--- config.mk ---
export PLATFORM = sky130hd
export DESIGN_NAME = link_park_fsm
export DESIGN_NICKNAME = d
export VERILOG_FILES = /design/src/rtl/link_park_pkg.sv /design/src/rtl/lp_state_ctl.sv /design/src/rtl/lp_div_hold.sv /design/src/rtl/link_park_fsm.sv
export SDC_FILE = /design/constraint.sdc
export NUM_CORES = 1
export LEC_CHECK = 0
export ABC_CLOCK_PERIOD_IN_PS = 1400
export CAP_MARGIN = 40
export CORE_AREA = 2 2 39 41
export CTS_BUF_LIST = sky130_fd_sc_hd__clkbuf_8
export CTS_CLUSTER_DIAMETER = 80
export DETAILED_ROUTE_END_ITERATION = 10
export DIE_AREA = 0 0 41 43
export SYNTH_ARGS = -nofsm -noshare
export SYNTH_HDL_FRONTEND = slang
export SYNTH_SLANG_ARGS = --single-unit
export TNS_END_PERCENT = 20
--- constraint.sdc ---
create_clock -name clk -period 1.4 [get_ports clk]
set_input_delay 0.14 -clock clk [delete_from_list [all_inputs] [get_ports clk]]
set_output_delay 0.14 -clock clk [all_outputs]
set_load 0.02 [all_outputs]
--- src/rtl/link_park_pkg.sv ---
package link_park_pkg;

  typedef enum logic [2:0] {
    LP_LINKED    = 3'd0,
    LP_DROP_PEND = 3'd1,
    LP_PARKED    = 3'd2,
    LP_WAKE_PEND = 3'd3,
    LP_HOST_PEND = 3'd4
  } lp_state_e;

  // Next-state rule; wake outranks the host on every decision.
  function automatic lp_state_e lp_next(input lp_state_e cur, input logic park_req,
                                        input logic host_up, input logic wake);
    lp_state_e nxt;
    nxt = cur;
    case (cur)
      LP_LINKED:    if (park_req && !host_up) nxt = LP_DROP_PEND;
      LP_DROP_PEND: nxt = (wake || host_up) ? LP_LINKED : LP_PARKED;
      LP_PARKED: begin
        if (wake)         nxt = LP_WAKE_PEND;
        else if (host_up) nxt = LP_HOST_PEND;
      end
      LP_WAKE_PEND: nxt = LP_LINKED;
      LP_HOST_PEND: nxt = LP_LINKED;
      default:      nxt = LP_LINKED;
    endcase
    return nxt;
  endfunction

  function automatic logic lp_is_ready(input lp_state_e s);
    return (s == LP_LINKED) || (s == LP_DROP_PEND);
  endfunction

endpackage

--- src/rtl/lp_state_ctl.sv ---
module lp_state_ctl
  import link_park_pkg::*;
(
  input  logic      clk,
  input  logic      rst_n,
  input  logic      host_link_i,
  input  logic      wake_i,
  input  logic      park_req_i,
  output lp_state_e state_o,
  output logic      enter_park_o
);

  lp_state_e state_q;
  lp_state_e state_d;

  always_comb begin
    state_d      = lp_next(state_q, park_req_i, host_link_i, wake_i);
    enter_park_o = (state_q == LP_DROP_PEND) && (state_d == LP_PARKED);
  end

  always_ff @(posedge clk or negedge rst_n) begin
    if (!rst_n) state_q <= LP_LINKED;
    else        state_q <= state_d;
  end

  assign state_o = state_q;

endmodule

--- src/rtl/lp_div_hold.sv ---
module lp_div_hold #(
  parameter int DIV_W     = 3,
  parameter int RESET_DIV = 1
) (
  input  logic             clk,
  input  logic             rst_n,
  input  logic             wr_i,
  input  logic [DIV_W-1:0] data_i,
  input  logic             capture_i,
  output logic [DIV_W-1:0] active_o
);

  localparam logic [DIV_W-1:0] RST_VAL = DIV_W'(RESET_DIV);

  logic [DIV_W-1:0] prog_q;
  logic [DIV_W-1:0] active_q;

  // Programmed value: writable any cycle.
  always_ff @(posedge clk or negedge rst_n) begin
    if (!rst_n)    prog_q <= RST_VAL;
    else if (wr_i) prog_q <= data_i;
  end

  // Applied value: copied only on the edge entering the parked state.
  always_ff @(posedge clk or negedge rst_n) begin
    if (!rst_n)         active_q <= RST_VAL;
    else if (capture_i) active_q <= prog_q;
  end

  assign active_o = active_q;

endmodule

--- src/rtl/link_park_fsm.sv ---
module link_park_fsm
  import link_park_pkg::*;
#(
  parameter int DIV_W     = 3,
  parameter int RESET_DIV = 1
) (
  input  logic             clk,
  input  logic             rst_n,
  input  logic             host_link_i,
  input  logic             wake_i,
  input  logic             park_req_i,
  input  logic             div_wr_i,
  input  logic [DIV_W-1:0] div_data_i,
  output logic             core_ready_o,
  output logic             slow_en_o,
  output logic [DIV_W-1:0] slow_div_o,
  output logic             link_cyc_req_o,
  output logic [2:0]       state_o
);

  lp_state_e cur_state;
  logic      enter_park;

  lp_state_ctl u_ctl (
    .clk          (clk),
    .rst_n        (rst_n),
    .host_link_i  (host_link_i),
    .wake_i       (wake_i),
    .park_req_i   (park_req_i),
    .state_o      (cur_state),
    .enter_park_o (enter_park)
  );

  lp_div_hold #(.DIV_W(DIV_W), .RESET_DIV(RESET_DIV)) u_div (
    .clk       (clk),
    .rst_n     (rst_n),
    .wr_i      (div_wr_i),
    .data_i    (div_data_i),
    .capture_i (enter_park),
    .active_o  (slow_div_o)
  );

  // Moore outputs: the slow clock is enabled only in the parked state.
  // Ready is withdrawn from the parked state through both pending states.
  always_comb begin
    core_ready_o   = lp_is_ready(cur_state);
    slow_en_o      = (cur_state == LP_PARKED);
    link_cyc_req_o = (cur_state == LP_WAKE_PEND);
    state_o        = cur_state;
  end

endmodule

==> reports/results.txt, run 1 <==
initial core utilization: 0.2821
global-route wire length before repair: 1.731 mm
P_int: 0.7267 mW
Clock Latency Late Sink: 0.23 ns
H-Tree Depth: 1
Comb power frac: 0.343
cells after synthesis: 26
initial antenna violation count: 0
post-layout worst setup margin: 0.04728 ns
headroom to the max-slew limit: 0.7341
core footprint: 1384 µm²
GRT overflow: 0
met1 global-route usage: 0.2020
period utilization: 0.9662
CTS tree: built
area of the multi-input gates: 167.7 µm²
placed insts: 64
flops & latches, synth: 9
Total GRT Usage: 0.1527
Num CTS Buffers: 3
GP Congestion: 0.6944
post-route antenna net violation count: 0
kind of end point of the critical path: output pin
drt pass-1 iters: 2
Setup Viol. Count Final: 0
total number of vias: 313
Seq/Total Area, Yosys: 0.5833
Power Dens Cells: 1558 nW/µm²
slowest CP cell: dfrtp_1
clk sink count: 9
FF/Latch Area: 227.7 µm²
worst vdd ir: 0.7346 mV
fin. max-slew vios: 0
Flop pwr share: 0.371
switching part of the total power: 0.2898
DRT iter0 DRCs: 7
fillcell total: 138
Ys Warns: 0
DRC viols: 0
boundary pin count: 18
Max Cap Viol: 0
Worst Tran Pin Value: 0.3976 ns
Ant. Diodes: 0
status: complete, no violations
Leak: 0.3239 nW
Place WS: -0.002546 ns
Layout Cells excl Fill: 68
DRT Wirelength: 1.002 mm
final hold vios: 0
HP Class: input pin to async pin
most frequent cells in the layout: 10 x clkdlybuf4s50_1, 7 x dfrtp_1, 5 x dlygate4sd2_1, 5 x buf_4
Crit path max-delay family: flip-flops
Netlist cell types: 14
crit-path max FO: 4
Post-Syn Area: 390.4 µm²
clock power share: 0.286
minimum clock period: 1.353 ns
share of layout cells above drive strength 1: 0.4231
number of global-route vias before repair: 355
met3 Track Usage GR: 0.04712
CP cell instances: and3b_2, dlygate4sd2_1
routing usage on met2: 0.2156
Setup TNS: 0 ns
Cell Rows: 14
Max Clock Skew: 0.0003353 ns
clock-pin slew on the worst setup and hold paths: 0.05 ns
PortBufs: 17
Worst Path Buf+Inv: 1
design area: 656.9 µm²
most used routing layer: met2
via/cell ratio: 4.603
required time of the critical path: 1.26 ns
Post-DP Area: 623.1 µm²
Syn Area/Cell: 15.01 µm²
Startpoint Class: register
commonest non-fill, non-tap cell in the layout: clkdlybuf4s50_1
drt wl/cell: 14.74 µm
fmax: 739.3 MHz
Die W: 41 µm
pin count of the biggest net entering global routing: 10
area growth from synthesis to layout: 68.27%
RSZ-0062 raised after global routing: false
nets@finish: 62
Net Sw Power: 0.2965 mW
Max stage delay on crit path: 0.42 ns
CTS root buf: clkbuf_8
Die Height: 43 µm
critical path class: register to output pin
arrival time worst endpoint: 1.21 ns
clock buffer depth: 2
syn nets: 35
Die ar.: 1763 µm²
-- power groups by stage --
stage | sequential, mW | clock (mW) | combinational [mW]
5_1_grt | 0.387 | 0.317 | 0.372
3_5_place_dp | 0.386 | 0 | 0.379
6_report | 0.380 | 0.293 | 0.351
4_1_cts | 0.382 | 0.302 | 0.354
2_1_floorplan | 0.448 | 0 | 0.118
3_3_place_gp | 0.379 | 0 | 0.375
-- per-layer routing --
metal	share of wire	vias to the layer above
met1	0.43	164
met4	0.010	0
met2	0.54	2
met5	0	-
li1	-	145
met3	0.016	2
-- per-stage QoR --
step | power [mW] | hold WS [ns] | util
5_1_grt | 1.076 | 0.2330 | 0.4747
6_report | 1.023 | 0.2052 | 0.4747
2_1_floorplan | 0.5658 | -0.1556 | -
3_3_place_gp | 0.7537 | 0.4575 | 0.4503
3_5_place_dp | 0.7653 | 0.4605 | 0.4503
4_1_cts | 1.038 | 0.2137 | 0.4765
-- worst paths after layout --
path / start / end / slack, ns / cells past startpoint
worst min register to register: u_div.active_o[2]$_DFFE_PN0P_ / u_div.active_o[2]$_DFFE_PN0P_ / 0.51 / 1
worst max-delay path: u_ctl.state_o[2]$_DFF_PN0_ / link_cyc_req_o / 0.05 / 2
max in group asynchronous: rst_n / u_div.active_o[0]$_DFFE_PN1P_ / 0.88 / 1
worst min-delay path: rst_n / u_ctl.state_o[0]$_DFF_PN0_ / 0.21 / 1
min in group clk: u_div.active_o[2]$_DFFE_PN0P_ / u_div.active_o[2]$_DFFE_PN0P_ / 0.51 / 1
worst max register to register: u_ctl.state_o[2]$_DFF_PN0_ / u_div.active_o[1]$_DFFE_PN0P_ / 0.09 / 4
-- logic make-up after synthesis --
| logic type | count (synthesis) | synth area share |
|---|---|---|
| mux | 6 | 0.2019 |
| simple gates | 9 | 0.1731 |
| flops | 9 | 0.5833 |
| compound gates | 2 | 0.04168 |
-- layout make-up --
cell class,instances,area share
tap,16,0.03048
clock inverter,1,0.005714
clock buffer,3,0.06286
timing repair buffer,22,0.2990
sequential,9,0.3467
multi-input combinational,17,0.2552
-- cells in the mapped netlist --
cell type,n,share of area
nor2_2,1,0.016
and3b_1,1,0.022
and3b_2,1,0.026
nor3b_2,1,0.032
nor2_1,2,0.019
dfstp_2,2,0.13
mux2_2,3,0.087
mux2_4,3,0.12
and3_4,1,0.029
nor3_1,1,0.013
a21o_2,1,0.022
nand2b_1,1,0.016
dfrtp_1,7,0.45
a22oi_1,1,0.019
-- registers in the layout (all words and copies together), names as in the netlist --
| signal | count |
|---|---|
| u_ctl.state_o | 3 |
| u_div.prog_q | 3 |
| u_div.active_o | 3 |
-- repair_timing --
item	CTS	global route
hold buffers	0	0
endpoints found under the hold margin	0	0
buffers inserted	0	0
resized for setup	7	3
setup endpoints to repair	7	2
Note: power is estimated with default switching activity, not from simulation.
==> inputs of run 2 (changes only) <==
--- a/config.mk
+++ b/config.mk
@@ -7,11 +7,11 @@
 export LEC_CHECK = 0
 export ABC_CLOCK_PERIOD_IN_PS = 1400
 export CAP_MARGIN = 40
-export CORE_AREA = 2 2 39 41
+export CORE_MARGIN = 1
+export CORE_UTILIZATION = 28
 export CTS_BUF_LIST = sky130_fd_sc_hd__clkbuf_8
 export CTS_CLUSTER_DIAMETER = 80
 export DETAILED_ROUTE_END_ITERATION = 10
-export DIE_AREA = 0 0 41 43
 export SYNTH_ARGS = -nofsm -noshare
 export SYNTH_HDL_FRONTEND = slang
 export SYNTH_SLANG_ARGS = --single-unit
==> run 2 against run 1 <==
  * Critical path depth is 1 lower
  * First-iteration DRC count down 43%
  * Worst hold slack gained 0.0049 ns
  * Clock skew grew 0.0016 ns
  * Clock power about the same
  * Routed wire length fell by 4.9%
  * Count of clock-buffer cells in the layout unchanged
  * Setup slack better by 0.028 ns
  * Total power decreased by 0.13%
  * Via count increased by 2.9%
  * Cell count fell by 2.9%
  * Register-to-register slack improved by 0.09 ns
  * Largest cell class unchanged
  * Highest routed layer unchanged
==> reports/results.txt, run 2 (synthesis results as in run 1) <==
worst vdd ir: 0.8616 mV (+17%)
Startpoint Class: register
global-route wire length before repair: 1.386 mm (-20%)
GRT overflow: 0 (unchanged)
arrival time worst endpoint: 1.18 ns (-0.03 ns)
fmax: 755.2 MHz (+2.2%)
CP cell instances: clkdlybuf4s50_1
setup slack, reg-to-reg: 0.18 ns (+0.09 ns)
Clock Latency Late Sink: 0.23 ns (about the same)
Setup Viol. Count Final: 0 (unchanged)
critical path class: register to output pin
minimum clock period: 1.324 ns (-0.02849 ns)
Max Cap Viol: 0 (unchanged)
pin count of the biggest net entering global routing: 10 (unchanged)
share of layout cells above drive strength 1: 0.4314 (+0.008296)
drt pass-1 iters: 4 (+2)
area growth from synthesis to layout: 64.74%
GP Congestion: 0.6329 (-8.9%)
DRC viols: 0 (unchanged)
Die Height: 39.34 µm (-8.5%)
Layout Cells excl Fill: 66 (-2.9%)
Max Clock Skew: 0.001891 ns (+0.001555 ns)
period utilization: 0.9459 (-0.02035)
DRT iter0 DRCs: 4 (-3)
Worst Tran Pin Value: 0.4200 ns (+0.02247 ns)
final hold vios: 0 (unchanged)
placed insts: 62 (-3.1%)
Worst Path Buf+Inv: 1 (unchanged)
number of global-route vias before repair: 317 (-11%)
via/cell ratio: 4.879 (+6.0%)
clock-pin slew on the worst setup and hold paths: 0.05 ns (about the same)
Ant. Diodes: 0 (unchanged)
fin. max-slew vios: 0 (unchanged)
total number of vias: 322 (+2.9%)
Max stage delay on crit path: 0.61 ns (+0.19 ns)
nets@finish: 61 (-1.6%)
Hold WS: 0.2101 ns (+0.004865 ns)
detailed placement HPWL: 739 µm
commonest non-fill, non-tap cell in the layout: clkdlybuf4s50_1
Power Dens Cells: 1589 nW/µm² (+2.0%)
initial core utilization: 0.3000 (+0.01790)
clk sink count: 9 (unchanged)
Cell Rows: 13 (-1)
crit-path max FO: 2 (-2)
headroom to the max-slew limit: 0.7191 (-0.01503)
RSZ-0062 raised after global routing: false
boundary pin count: 18 (unchanged)
Die ar.: 1548 µm² (-12%)
Leak: 0.3133 nW (-3.3%)
DRT Wirelength: 953 µm (-4.9%)
kind of end point of the critical path: output pin
core footprint: 1301 µm² (-6.0%)
initial antenna violation count: 0 (unchanged)
Num CTS Buffers: 3 (unchanged)
post-route antenna net violation count: 0 (unchanged)
drt wl/cell: 14.44 µm (-2.0%)
CTS root buf: clkbuf_8
status: complete, no violations
post-CTS setup repair buffer count: 0 (unchanged)
Total GRT Usage: 0.1517 (-0.001017)
slowest CP cell: clkdlybuf4s50_1
HP Class: input pin to async pin
most frequent cells in the layout: 10 x clkdlybuf4s50_1, 7 x dfrtp_1, 5 x dlygate4sd2_1, 4 x buf_4
required time of the critical path: 1.26 ns (about the same)
H-Tree Depth: 1 (unchanged)
Crit path max-delay family: buffers and inverters
Die W: 39.34 µm (-4.0%)
CTS tree: built
clock buffer depth: 2 (unchanged)
PortBufs: 17 (unchanged)
==> run 2: cell count changes in the layout (fill, tap and decap cells not counted) <==
cell / previous run / this run
buf_4: 5 / 4
clkdlybuf4s15_1: 1 / 0
clkbuf_2: 1 / 2
==> run 2: path summary, 6_finish.rpt <==
| path | start | to | cells after the start |
|---|---|---|---|
| setup / recovery | u_div.active_o[2]$_DFFE_PN0P_ | slow_div_o[2] | 1 |
| hold / removal | rst_n | u_ctl.state_o[0]$_DFF_PN0_ | 1 |
| setup reg to reg | u_ctl.state_o[1]$_DFF_PN0_ | u_div.active_o[2]$_DFFE_PN0P_ | 3 |
| hold reg to reg | u_div.prog_q[1]$_DFFE_PN0P_ | u_div.active_o[1]$_DFFE_PN0P_ | 1 |
| max in group asynchronous | rst_n | u_div.active_o[0]$_DFFE_PN1P_ | 1 |
| min in group clk | u_div.prog_q[1]$_DFFE_PN0P_ | u_div.active_o[1]$_DFFE_PN0P_ | 1 |
==> run 2: report_power, final <==
| part | leakage (nW) | switching (mW) | internal, mW |
|---|---|---|---|
| clock network | 0.0269 | 0.105 | 0.191 |
| registers | 0.109 | 0.0446 | 0.336 |
| logic | 0.177 | 0.148 | 0.197 |
| total | 0.313 | 0.298 | 0.724 |
==> run 2: layer usage <==
metal | wire length (µm) | vias up | part of all wire | global-route usage
met5 | 0 | - | 0 | 0
met3 | 81 | 5 | 0.085 | 0.1080
met2 | 493 | 17 | 0.52 | 0.2542
li1 | - | 143 | - | -
met1 | 359 | 157 | 0.38 | 0.1298
met4 | 19 | 0 | 0.020 | 0.08621
==> run 2: timing repair <==
| action | in CTS | in global routing |
|---|---|---|
| endpoints found under the setup margin | 7 | 2 |
| hold buffers | 0 | 0 |
| cloned | 0 | 0 |
| gates resized for setup | 9 | 2 |
==> run 2: area by class of cell <==
cell class / count / area [µm²]
flip-flops and latches: 9 / 227.7
well taps: 15 / 18.77
clock buffers: 3 / 41.29
multi-input cells: 17 / 167.7
fillers: 121 / 658.1
clock inverters: 1 / 3.754
repair buffers: 21 / 183.9
==> run 2: metrics by stage <==
step	TNS, ns	worst slack [ns]	total power, mW	utilization	cell area [µm²]
after CTS	0	0.002527	1.041	0.5019	653.1
after floorplan	0	0.04166	0.5658	-	395.4
after global placement	-0.01382	-0.01381	0.7493	0.4721	614.3
after detailed placement	-0.07923	-0.04102	0.7590	0.4721	614.3
final	0	0.07577	1.022	0.4942	643.1
after global routing	0	0.03985	1.080	0.4942	643.1
==> inputs of run 3 (changes only) <==
--- a/config.mk
+++ b/config.mk
@@ -5,11 +5,11 @@
 export SDC_FILE = /design/constraint.sdc
 export NUM_CORES = 1
 export LEC_CHECK = 0
-export ABC_CLOCK_PERIOD_IN_PS = 1400
+export ABC_CLOCK_PERIOD_IN_PS = 1700
 export CAP_MARGIN = 40
 export CORE_MARGIN = 1
 export CORE_UTILIZATION = 28
-export CTS_BUF_LIST = sky130_fd_sc_hd__clkbuf_8
+export CTS_BUF_LIST = sky130_fd_sc_hd__clkbuf_16
 export CTS_CLUSTER_DIAMETER = 80
 export DETAILED_ROUTE_END_ITERATION = 10
 export SYNTH_ARGS = -nofsm -noshare
==> constraint.sdc (replaced) <==
create_clock -name clk -period 1.7 [get_ports clk]
set_input_delay 0.17 -clock clk [delete_from_list [all_inputs] [get_ports clk]]
set_output_delay 0.17 -clock clk [all_outputs]
set_load 0.02 [all_outputs]
==> run 3 against run 2 <==
  * Sequential cell count unchanged
  * Non-clock buffer count fell by 4
  * Total power down 2.2%
  * Critical endpoint is now core_ready_o
  * First-iteration DRC count shrank 50%
  * Global-route usage shrank 2.0 points
  * Worst hold slack better by 0.026 ns
  * Sequential share of layout area shrank 0.87 points
==> reports/results.txt, run 3 (synthesis results as in run 1) <==
GRT overflow: 0 (unchanged)
critical path class: register to output pin
Ant. Diodes: 0 (unchanged)
kind of end point of the critical path: output pin
Startpoint Class: register
fmax: 626.0 MHz
Power Dens Cells: 1515 nW/µm² (-4.6%)
most frequent cells in the layout: 15 x clkdlybuf4s50_1, 7 x dfrtp_1, 3 x mux2_4, 3 x mux2_2, 3 x clkbuf_16
total power: 0.9991 mW (-2.2%)
DRT iter0 DRCs: 2 (-2)
PortBufs: 17 (unchanged)
total number of vias: 290 (-9.9%)
Net Sw Power: 0.2464 mW (-17%)
Num CTS Buffers: 3 (unchanged)
headroom to the max-slew limit: 0.7338 (+0.01472)
DRT Wirelength: 797 µm (-16%)
drt pass-1 iters: 2 (-2)
minimum clock period: 1.597 ns
Max stage delay on crit path: 0.63 ns (+0.02 ns)
Clock Latency Late Sink: 0.23 ns (about the same)
switching part of the total power: 0.2466 (-0.04485)
Die ar.: 1548 µm² (unchanged)
number of global-route vias before repair: 294 (-7.3%)
DRC viols: 0 (unchanged)
required time of the critical path: 1.53 ns (+0.27 ns)
post-route antenna net violation count: 0 (unchanged)
detailed placement HPWL: 618.4 µm (-16%)
fin. max-slew vios: 0 (unchanged)
HP Class: input pin to async pin
final hold vios: 0 (unchanged)
boundary pin count: 18 (unchanged)
Comb power frac: 0.289 (-0.048)
Worst Path Buf+Inv: 1 (unchanged)
commonest non-fill, non-tap cell in the layout: clkdlybuf4s50_1
Die W: 39.34 µm (unchanged)
Cell Rows: 13 (unchanged)
area growth from synthesis to layout: 68.91%
RSZ-0062 raised after global routing: false
initial antenna violation count: 0 (unchanged)
CTS tree: built
period utilization: 0.9396
arrival time worst endpoint: 1.43 ns (+0.25 ns)
drt wl/cell: 12.85 µm (-11%)
Flop pwr share: 0.311 (-0.062)
Setup TNS: 0 ns (unchanged)
slowest CP cell: clkdlybuf4s50_1
fillcell total: 121 (unchanged)
nets@finish: 57 (-6.6%)
pin count of the biggest net entering global routing: 10 (unchanged)
global-route wire length before repair: 1.255 mm (-9.5%)
initial core utilization: 0.3000 (unchanged)
Setup Viol. Count Final: 0 (unchanged)
Max Cap Viol: 0 (unchanged)
H-Tree Depth: 1 (unchanged)
P_int: 0.7527 mW (+4.0%)
status: complete, no violations
via/cell ratio: 4.677 (-4.1%)
share of layout cells above drive strength 1: 0.3404 (-0.09095)
worst vdd ir: 0.6922 mV (-20%)
Worst Tran Pin Value: 0.3980 ns (-0.02201 ns)
Max Clock Skew: 0.002152 ns (+0.0002619 ns)
Die Height: 39.34 µm (unchanged)
clock power share: 0.400 (+0.110)
CTS root buf: clkbuf_16
Post-CTS Hold Buffers: 0 (unchanged)
Leak: 0.3141 nW (+0.25%)
CP cell instances: nor2_2, clkdlybuf4s50_1
clock-pin slew on the worst setup and hold paths: 0.04 ns (about the same)
post-CTS setup repair buffer count: 0 (unchanged)
Crit path max-delay family: buffers and inverters
crit-path max FO: 6 (+4)
clock buffer depth: 2 (unchanged)
Total GRT Usage: 0.1317 (-0.02000)
core footprint: 1301 µm² (unchanged)
clk sink count: 9 (unchanged)
GP Congestion: 0.6255 (-1.2%)
==> run 3: cell count changes in the layout (fill, tap and decap cells not counted), sizes merged <==
| cell | delta |
|---|---|
| clkdlybuf4s50 | +5 |
| dlymetal6s2s | +1 |
| clkbuf | -2 |
| buf | -4 |
| dlygate4sd2 | -4 |
==> run 3: worst register-to-register path, stage by stage (launching register included) <==
cell     delay [ns]
dfrtp_1        0.41
nor2_2         0.15
and3_4         0.24
mux2_4         0.30
==> run 3: what timing repair did <==
action | 4_1_cts | 5_1_grt
pin swaps | 0 | 0
resized for setup | 1 | 1
setup endpoints to repair | 1 | 1
==> run 3: power by group through the flow <==
stage,Combinational (mW),Clock (mW),Sequential [mW]
after global placement,0.291,0,0.310
after detailed placement,0.291,0,0.316
final,0.289,0.400,0.311
after floorplan,0.0951,0,0.368
after CTS,0.292,0.409,0.313
after global routing,0.306,0.425,0.320
==> run 3: through the flow <==
stage	hold slack, ns	cell area (µm²)	util	setup slack, ns	std cells
final	0.2365	659.4	0.5067	0.1026	62
after global routing	0.2734	659.4	0.5067	0.05007	62
after CTS	0.2583	656.9	0.5048	0.01966	62
after detailed placement	0.5034	579.3	0.4452	0.2224	58
after global placement	0.4822	579.3	0.4452	0.2642	58
after floorplan	-0.1256	390.4	-	0.2688	26
==> run 3: final timing paths <==
kind                                                    start                             to  slack (ns)  depth (start not counted)
worst max-delay path               u_ctl.state_o[1]$_DFF_PN0_                   core_ready_o        0.10                          2
worst min-delay path                                    rst_n  u_div.active_o[1]$_DFFE_PN0P_        0.24                          1
worst max register to register     u_ctl.state_o[1]$_DFF_PN0_  u_div.active_o[1]$_DFFE_PN0P_        0.48                          3
worst min register to register  u_div.active_o[2]$_DFFE_PN0P_  u_div.active_o[2]$_DFFE_PN0P_        0.50                          1
max in group asynchronous                               rst_n  u_div.active_o[0]$_DFFE_PN1P_        1.15                          1
min in group clk                u_div.active_o[2]$_DFFE_PN0P_  u_div.active_o[2]$_DFFE_PN0P_        0.50                          1
==> run 3: metal layers <==
| metal | routed length (µm) | global-route usage | vias to the layer above |
|---|---|---|---|
| met3 | 42 | 0.05114 | 0 |
| met4 | 0 | 0.07759 | 0 |
| li1 | - | - | 138 |
| met5 | 0 | 0 | - |
| met2 | 429 | 0.2083 | 9 |
| met1 | 325 | 0.1484 | 143 |
==> run 3: layout make-up <==
cell class	count	area [µm²]	area share
timing repair buffer	17	171.4	0.2600
tap	15	18.77	0.02846
clock buffer	3	75.07	0.1139
multi-input combinational	17	162.7	0.2467
clock inverter	1	3.754	0.005693
sequential	9	227.7	0.3454
